File: config.mk
export PLATFORM = sky130hd
export DESIGN_NAME = tsd_decoder
export DESIGN_NICKNAME = d
export VERILOG_FILES = /design/src/rtl/tsd_pkg.sv /design/src/rtl/tsd_sync.sv /design/src/rtl/tsd_classify.sv /design/src/rtl/tsd_dwell.sv /design/src/rtl/tsd_decoder.sv
export SDC_FILE = /design/constraint.sdc
export NUM_CORES = 1
export LEC_CHECK = 0
export ABC_AREA = 1
export BUFFER_PORTS_ARGS = -buffer_cell sky130_fd_sc_hd__buf_2
export CORE_ASPECT_RATIO = 0.8
export CORE_MARGIN = 3
export CORE_UTILIZATION = 31
export CTS_BUF_LIST = sky130_fd_sc_hd__clkbuf_16
export CTS_CLUSTER_DIAMETER = 150
export DETAILED_ROUTE_END_ITERATION = 10
export GPL_TIMING_DRIVEN = 0
export PLACE_DENSITY_LB_ADDON = 0.08
export RECOVER_POWER = 100
export SYNTH_ARGS = -nofsm -noshare
export SYNTH_HDL_FRONTEND = slang
export SYNTH_SLANG_ARGS = --single-unit
export TNS_END_PERCENT = 20
File: constraint.sdc
create_clock -name clk -period 1.3 [get_ports clk]
set_input_delay 0.065 -clock clk [delete_from_list [all_inputs] [get_ports clk]]
set_output_delay 0.065 -clock clk [all_outputs]
set_load 0.01 [all_outputs]
File: src/rtl/tsd_pkg.sv
package tsd_pkg;

  typedef enum logic [1:0] {
    RGN_MID  = 2'd0,
    RGN_HIGH = 2'd1,
    RGN_LOW  = 2'd2
  } region_e;

endpackage

File: src/rtl/tsd_sync.sv
module tsd_sync #(
  parameter int WIDTH   = 2,
  parameter int STAGES  = 2,
  parameter logic [WIDTH-1:0] RST_VAL = '0
) (
  input  logic             clk,
  input  logic             rst,
  input  logic [WIDTH-1:0] d_async,
  output logic [WIDTH-1:0] q_sync
);

  logic [WIDTH-1:0] pipe [STAGES];

  always_ff @(posedge clk) begin
    if (rst) begin
      for (int i = 0; i < STAGES; i++) pipe[i] <= RST_VAL;
    end else begin
      pipe[0] <= d_async;
      for (int i = 1; i < STAGES; i++) pipe[i] <= pipe[i-1];
    end
  end

  assign q_sync = pipe[STAGES-1];

endmodule

File: src/rtl/tsd_classify.sv
module tsd_classify
  import tsd_pkg::*;
(
  input  logic    above,
  input  logic    below,
  output region_e rgn
);

  always_comb begin
    unique case ({above, below})
      2'b10:   rgn = RGN_HIGH;
      2'b01:   rgn = RGN_LOW;
      default: rgn = RGN_MID;   // floating (00) or contradictory (11)
    endcase
  end

endmodule

File: src/rtl/tsd_dwell.sv
module tsd_dwell #(
  parameter int HOLDOFF_CYC = 16,
  localparam int CNT_W = $clog2(HOLDOFF_CYC + 1)
) (
  input  logic clk,
  input  logic rst,
  input  logic in_mid,
  output logic expire
);

  localparam logic [CNT_W-1:0] LIMIT   = CNT_W'(HOLDOFF_CYC);
  localparam logic [CNT_W-1:0] TRIGGER = CNT_W'(HOLDOFF_CYC - 1);

  logic [CNT_W-1:0] run_cnt;

  // Count consecutive mid samples, saturating at the limit.
  // Reset starts saturated so a window held through reset stays shut.
  always_ff @(posedge clk) begin
    if (rst) begin
      run_cnt <= LIMIT;
    end else if (!in_mid) begin
      run_cnt <= '0;
    end else if (run_cnt != LIMIT) begin
      run_cnt <= run_cnt + 1'b1;
    end
  end

  // This sample is the HOLDOFF_CYC-th of the run, or a later one.
  assign expire = in_mid && (run_cnt >= TRIGGER);

endmodule

File: src/rtl/tsd_decoder.sv
module tsd_decoder #(
  parameter int HOLDOFF_CYC = 16,
  parameter int SYNC_STAGES = 2
) (
  input  logic clk,
  input  logic rst,
  input  logic cmp_above,
  input  logic cmp_below,
  output logic hs_on,
  output logic ls_on,
  output logic shut_req
);
  import tsd_pkg::*;

  logic [1:0] flags_sync;
  region_e    rgn;
  logic       dwell_expire;

  tsd_sync #(
    .WIDTH  (2),
    .STAGES (SYNC_STAGES),
    .RST_VAL(2'b00)
  ) u_sync (
    .clk    (clk),
    .rst    (rst),
    .d_async({cmp_above, cmp_below}),
    .q_sync (flags_sync)
  );

  tsd_classify u_classify (
    .above(flags_sync[1]),
    .below(flags_sync[0]),
    .rgn  (rgn)
  );

  tsd_dwell #(
    .HOLDOFF_CYC(HOLDOFF_CYC)
  ) u_dwell (
    .clk   (clk),
    .rst   (rst),
    .in_mid(rgn == RGN_MID),
    .expire(dwell_expire)
  );

  always_ff @(posedge clk) begin
    if (rst) begin
      hs_on    <= 1'b0;
      ls_on    <= 1'b0;
      shut_req <= 1'b1;
    end else begin
      unique case (rgn)
        RGN_HIGH: begin
          hs_on    <= 1'b1;
          ls_on    <= 1'b0;
          shut_req <= 1'b0;
        end
        RGN_LOW: begin
          hs_on    <= 1'b0;
          ls_on    <= 1'b1;
          shut_req <= 1'b0;
        end
        default: begin
          if (dwell_expire) begin
            hs_on    <= 1'b0;
            ls_on    <= 1'b0;
            shut_req <= 1'b1;
          end
        end
      endcase
    end
  end

endmodule

==> results of run 1 <==
## worst paths after layout
kind	start	end	slack, ps	cells past startpoint
setup reg to reg	u_dwell.run_cnt[1]$_SDFFE_PP0P_	hs_on$_SDFFE_PP0P_	60	9
hold / removal	rst	u_sync.pipe[0][1]$_SDFF_PP0_	30	2
setup / recovery	u_dwell.run_cnt[1]$_SDFFE_PP0P_	hs_on$_SDFFE_PP0P_	60	9
hold reg to reg	u_sync.pipe[0][0]$_SDFF_PP0_	u_sync.pipe[0][2]$_SDFF_PP0_	400	2
## logic make-up after synthesis
group / share of synthesized area (%)
AO/OA/AOI/OAI: 7.51
adder cells (fa/ha/maj): 11.7
AND/OR/NAND/NOR: 22.8
flip-flops: 45.1
buffers and inverters: 12.9
## Yosys cell counts
library cell / count
nand3_2: 1
buf_6: 1
o21ai_1: 2
nor3b_2: 1
clkinv_2: 1
nor2_1: 9
a21oi_1: 6
inv_2: 1
inv_1: 13
ha_1: 5
nand4_1: 1
nand2_2: 2
dfxtp_1: 12
nand2_1: 7
nand3_1: 4
## routing by layer
metal  GRT usage, %  vias to the layer above
met5              0                        -
met4           3.06                        0
met3           6.32                        0
met2           9.65                       10
met1           11.9                      172
li1               -                      226
## metrics by stage
stage | util [%] | setup TNS (ps) | std cells | hold slack [ps] | power (W)
after floorplan | - | 0 | 66 | 172 | 0.000577
after global placement | 38.9 | -57.0 | 92 | 263 | 0.000613
after detailed placement | 38.9 | -92.6 | 92 | 271 | 0.000613
after CTS | 44.9 | 0 | 96 | 26.5 | 0.00119
after global routing | 46.9 | -16.5 | 98 | 33.2 | 0.00129
final | 46.9 | 0 | 98 | 26.3 | 0.00122
## where the power goes
part           internal [W]  switching [W]
clock              0.000399       0.000142
sequential         0.000415      0.0000350
combinational      0.000103       0.000126
total              0.000917       0.000303
## layout make-up
type	instances	area share, %
timing repair buffer	8	6.22
sequential	12	35.2
clock buffer	3	10.7
inverter	15	7.99
multi-input combinational	38	34.6
buffer	1	1.60
tap	21	3.73
## sequential cells by signal, indices dropped and copies added, names as in the netlist
name	cells
ls_on	1
u_dwell.run_cnt	5
hs_on	1
shut_req	1
u_sync.pipe	4
## timing repair
action	4_1_cts	5_1_grt
pin swaps	1	1
endpoints found under the hold margin	0	0
gates resized for setup	4	5
hold buffers	0	0
buffers inserted	1	2
setup endpoints to repair	2	3
==> impl_metrics.toml, run 1 <==
[outcome]
outcome = "completed"

[floorplanning]
core_area_mm2 = 0.00150
die_x_um = 52.4
io_pins = 7
dieArea_mm2 = 0.00226
initial_core_util_pct = 35.5
rows = 12
fp.dieH_um = 43.1

[drt]
wl_met3_um = 44
drc = 0
wl_met2_um = 347
vias_per_cell = 4.16
dr_total_vias = 408
drtPass1Iterations = 4
antenna_left = 0
drt_iter0_markers = 3
wl_per_cell_um = 8.69
wl_um = 852
wl_met1_um = 460
top_layer = "met3"

[sta]
relSlewSlack_pct = 88.1
hold_viol_final = 0
skew_ps = 1.29
setup_viol = 0
rsz0062_at_grt = "true"
slew_viol_final = 0
period_minus_slack_ps = 1240
tightestPinTransition_ps = 179
fin_crit_sh_pct = 95.4
fin_ws_ps = 60.1
fmax_mhz = 806

[clock_tree]
cts_buffers = 3
clock_latency_ps = 230
clockBufferDepth = 2
clk_pin_slew_ps = 40
cts_sinks = 12
h-tree-depth = 1
tritoncts = "done"
cts_root_buffer = "clkbuf_16"

[critical_path]
startpoint_type = "flop"
critPathMaxStageDelay_ps = 350
cp_num_buf_inv = 0
path_max_fanout = 4
required_ps = 1470
cpLargestDelayFamily = "simple AND/OR/NAND/NOR gates"
path_cells = "ha_4, nand2_2, nor2_2, ha_2, nor2_1, nand2_1, nand2_2, nand3_1, a21oi_1"
arrival_ps = 1410
end_kind = "flop"
cp_slowest_cell = "dfxtp_4"
timing.critical_path.mode_cell = "nand2_2"
worstSetupPathType = "reg2reg"

[final_layout]
finish.instance_area_um2 = 704
nNetsFinal = 88
final_common_cell = "inv_1"
drive_gt1_share_pct = 26.0
regArea_um2 = 248
diodes = 0
fill_cells = 148
mostFrequentLayoutCells = "inv_1, dfxtp_1, nor2_1"
area_growth_pct = 32.2
multi_input_area_um2 = 244

[place]
gp_congestion = 0.757
port_buffers = 5
placed_area_um2 = 584
place_worst_setup_slack_ps = -49.3
dp_hpwl_um = 571

[synthesis]
synth_area_um2 = 533
synth.top_cell.area_share_pct = 45.1
yosys-top-cells-area = "dfxtp_1, ha_1, inv_1, nor2_1, a21oi_1"
synth_cell_types = 15
ys_seq_area_share_pct = 45.1
yosys.area.top_type = "dfxtp_1"
synth_seq_cells = 12
synth_nets = 75
avgSynthCellArea_um2 = 8.08
synth_cells = 66
yosysWarnings = 0

[global_routing]
first_global_vias = 316
grt_max_degree = 9
track_usage_pct = 8.58
grt_pass1_wl_um = 1350
grt_overflow = 0
antenna_found_initial = 0

[job]
maxCapViolCount = 0

[power]
ir_worst_vdd_mv = 1.05
p_leak_nw = 0.314
power.density_mw_per_mm2 = 1730

[worst_hold_path]
hold_class = "in2reg"
Power figures use the tool's default switching activity.
==> inputs of run 2 (changes only) <==
- CORE_AREA: not set -> 3 3 40 42
- CORE_ASPECT_RATIO: 0.8 -> not set
- CORE_MARGIN: 3 -> not set
- CORE_UTILIZATION: 31 -> not set
- DIE_AREA: not set -> 0 0 43 45
- GPL_ROUTABILITY_DRIVEN: not set -> 0
==> impl_metrics.toml, run 2 (synthesis results as in run 1) <==
[outcome]
outcome = "completed"

[power]
p_int_w = 0.000913
p_clk_share_pct = 45.4
power.density_mw_per_mm2 = 1720
switching_power_w = 0.000307
p_seq_share_pct = 36.7
p_leak_nw = 0.325
ir_worst_vdd_mv = 1.04
switching_share_pct = 25.2
comb_power_share_pct = 17.9

[final_layout]
nNetsFinal = 87
layoutNonFillerInstCount = 92
diodes = 0
top_regs = "u_dwell.run_cnt: 5 flops, u_sync.pipe: 4 flops"
drive_gt1_share_pct = 28.6
largest_reg_flops = 5
area_growth_pct = 32.9
final_common_cell = "inv_1"
top_register = "u_dwell.run_cnt"
mostFrequentLayoutCells = "inv_1, dfxtp_1, nor2_1"

[global_routing]
grt_overflow = 0
use_met1_pct = 12.9
met3_usage_pct = 5.98
track_usage_pct = 11.1
grt_max_degree = 9
grt_pass1_wl_um = 1530
first_global_vias = 378
grt-busiest-layer = "met2"
antenna_found_initial = 0
met2_usage_pct = 16.8

[critical_path]
critPathMaxStageDelay_ps = 350
cp_slowest_cell = "dfxtp_4"
path_max_fanout = 4
r2r_cells = 9
arrival_ps = 1440
end_kind = "flop"
worstSetupPathType = "reg2reg"
path_cells = "ha_4, nand2_4, nor2_2, ha_2, nor2_1, nand2_1, nand2_2, nand3_1, a21oi_1"
startpoint_type = "flop"
required_ps = 1470

[drt]
wl_um = 855
drt_iter0_markers = 7
vias_per_cell = 4.50
antenna_left = 0
drc = 0
dr_total_vias = 414
wl_per_cell_um = 9.29
drtPass1Iterations = 4

[sta]
setup_viol = 0
relSlewSlack_pct = 85.9
period_minus_slack_ps = 1270
fin_ws_ps = 34.6
slew_viol_final = 0
fin_crit_sh_pct = 97.3
skew_ps = 0.578
fmax_mhz = 790
tightestPinTransition_ps = 212
rsz0062_at_grt = "true"
hold_viol_final = 0

[clock_tree]
clk_pin_slew_ps = 40
tritoncts = "done"
cts_root_buffer = "clkbuf_16"
cts_sinks = 12
hold_buffers = 0
clock_latency_ps = 240
h-tree-depth = 1
cts_buffers = 3
clockBufferDepth = 2

[floorplanning]
initial_core_util_pct = 41.5
fp.dieH_um = 45
die_x_um = 43
dieArea_mm2 = 0.00194
rows = 13
io_pins = 7
core_area_mm2 = 0.00128

[worst_hold_path]
hold_class = "in2reg"
min_path_cells = 2

[place]
place_inst = 86
port_buffers = 5
place_worst_setup_slack_ps = -49.9
dp_hpwl_um = 575

[job]
maxCapViolCount = 0
## run 2: changes by cell type in the layout (fill, tap and decap cells not counted), sizes merged
cell / change
clkinv: +2
buf: -1
inv: -1
## run 2: area by class of cell
type / count / area [µm²]
plain buffers: 1 / 11.3
clock buffers: 3 / 75.1
clock inverters: 1 / 3.75
fillers: 119 / 577
inverters: 15 / 57.6
multi-input cells: 38 / 258
flip-flops and latches: 12 / 248
well taps: 15 / 18.8
repair buffers: 7 / 36.3
## run 2: path summary, 6_finish.rpt
check                                                startpoint                            to  slack, ps
worst max-delay path            u_dwell.run_cnt[1]$_SDFFE_PP0P_            ls_on$_SDFFE_PP0P_         30
worst min-delay path                                        rst            hs_on$_SDFFE_PP0P_         20
worst max register to register  u_dwell.run_cnt[1]$_SDFFE_PP0P_            ls_on$_SDFFE_PP0P_         30
worst min register to register     u_sync.pipe[0][1]$_SDFF_PP0_  u_sync.pipe[0][3]$_SDFF_PP0_        400
## run 2: layer usage
| layer | routed length, µm | vias up |
|---|---|---|
| li1 | - | 227 |
| met1 | 385 | 170 |
| met2 | 371 | 12 |
| met3 | 79 | 5 |
| met4 | 18 | 0 |
| met5 | 0 | - |
## run 2: worst max-delay path: cells and delay by family, from the launching register on
family	cells	cell delay (ps)
simple gates	6	400
flops	1	350
compound gates	1	110
fa+ha+maj	2	320
## run 2: power groups by stage
stage               Sequential [W]  Clock, W  Combinational, W
CTS                       0.000446  0.000565          0.000202
global route              0.000452  0.000581          0.000258
finish                    0.000448  0.000554          0.000218
global placement          0.000443         0          0.000171
detailed placement        0.000443         0          0.000176
floorplan                 0.000438         0          0.000139
## run 2: stage by stage
step	total power [W]	hold WS (ps)	utilization (%)	cell area (µm²)	TNS (ps)
floorplan	0.000577	172	-	533	0
global placement	0.000614	264	44.9	577	-42.9
detailed placement	0.000620	273	44.9	577	-86.3
CTS	0.00121	26.5	53.2	683	0
global route	0.00129	31.7	55.1	708	-76.5
finish	0.00122	21.6	55.1	708	0
## run 2: what timing repair did
action	CTS	global route
gates resized for setup	6	6
buffers inserted	1	1
endpoints found under the setup margin	2	3
pin swaps	1	3
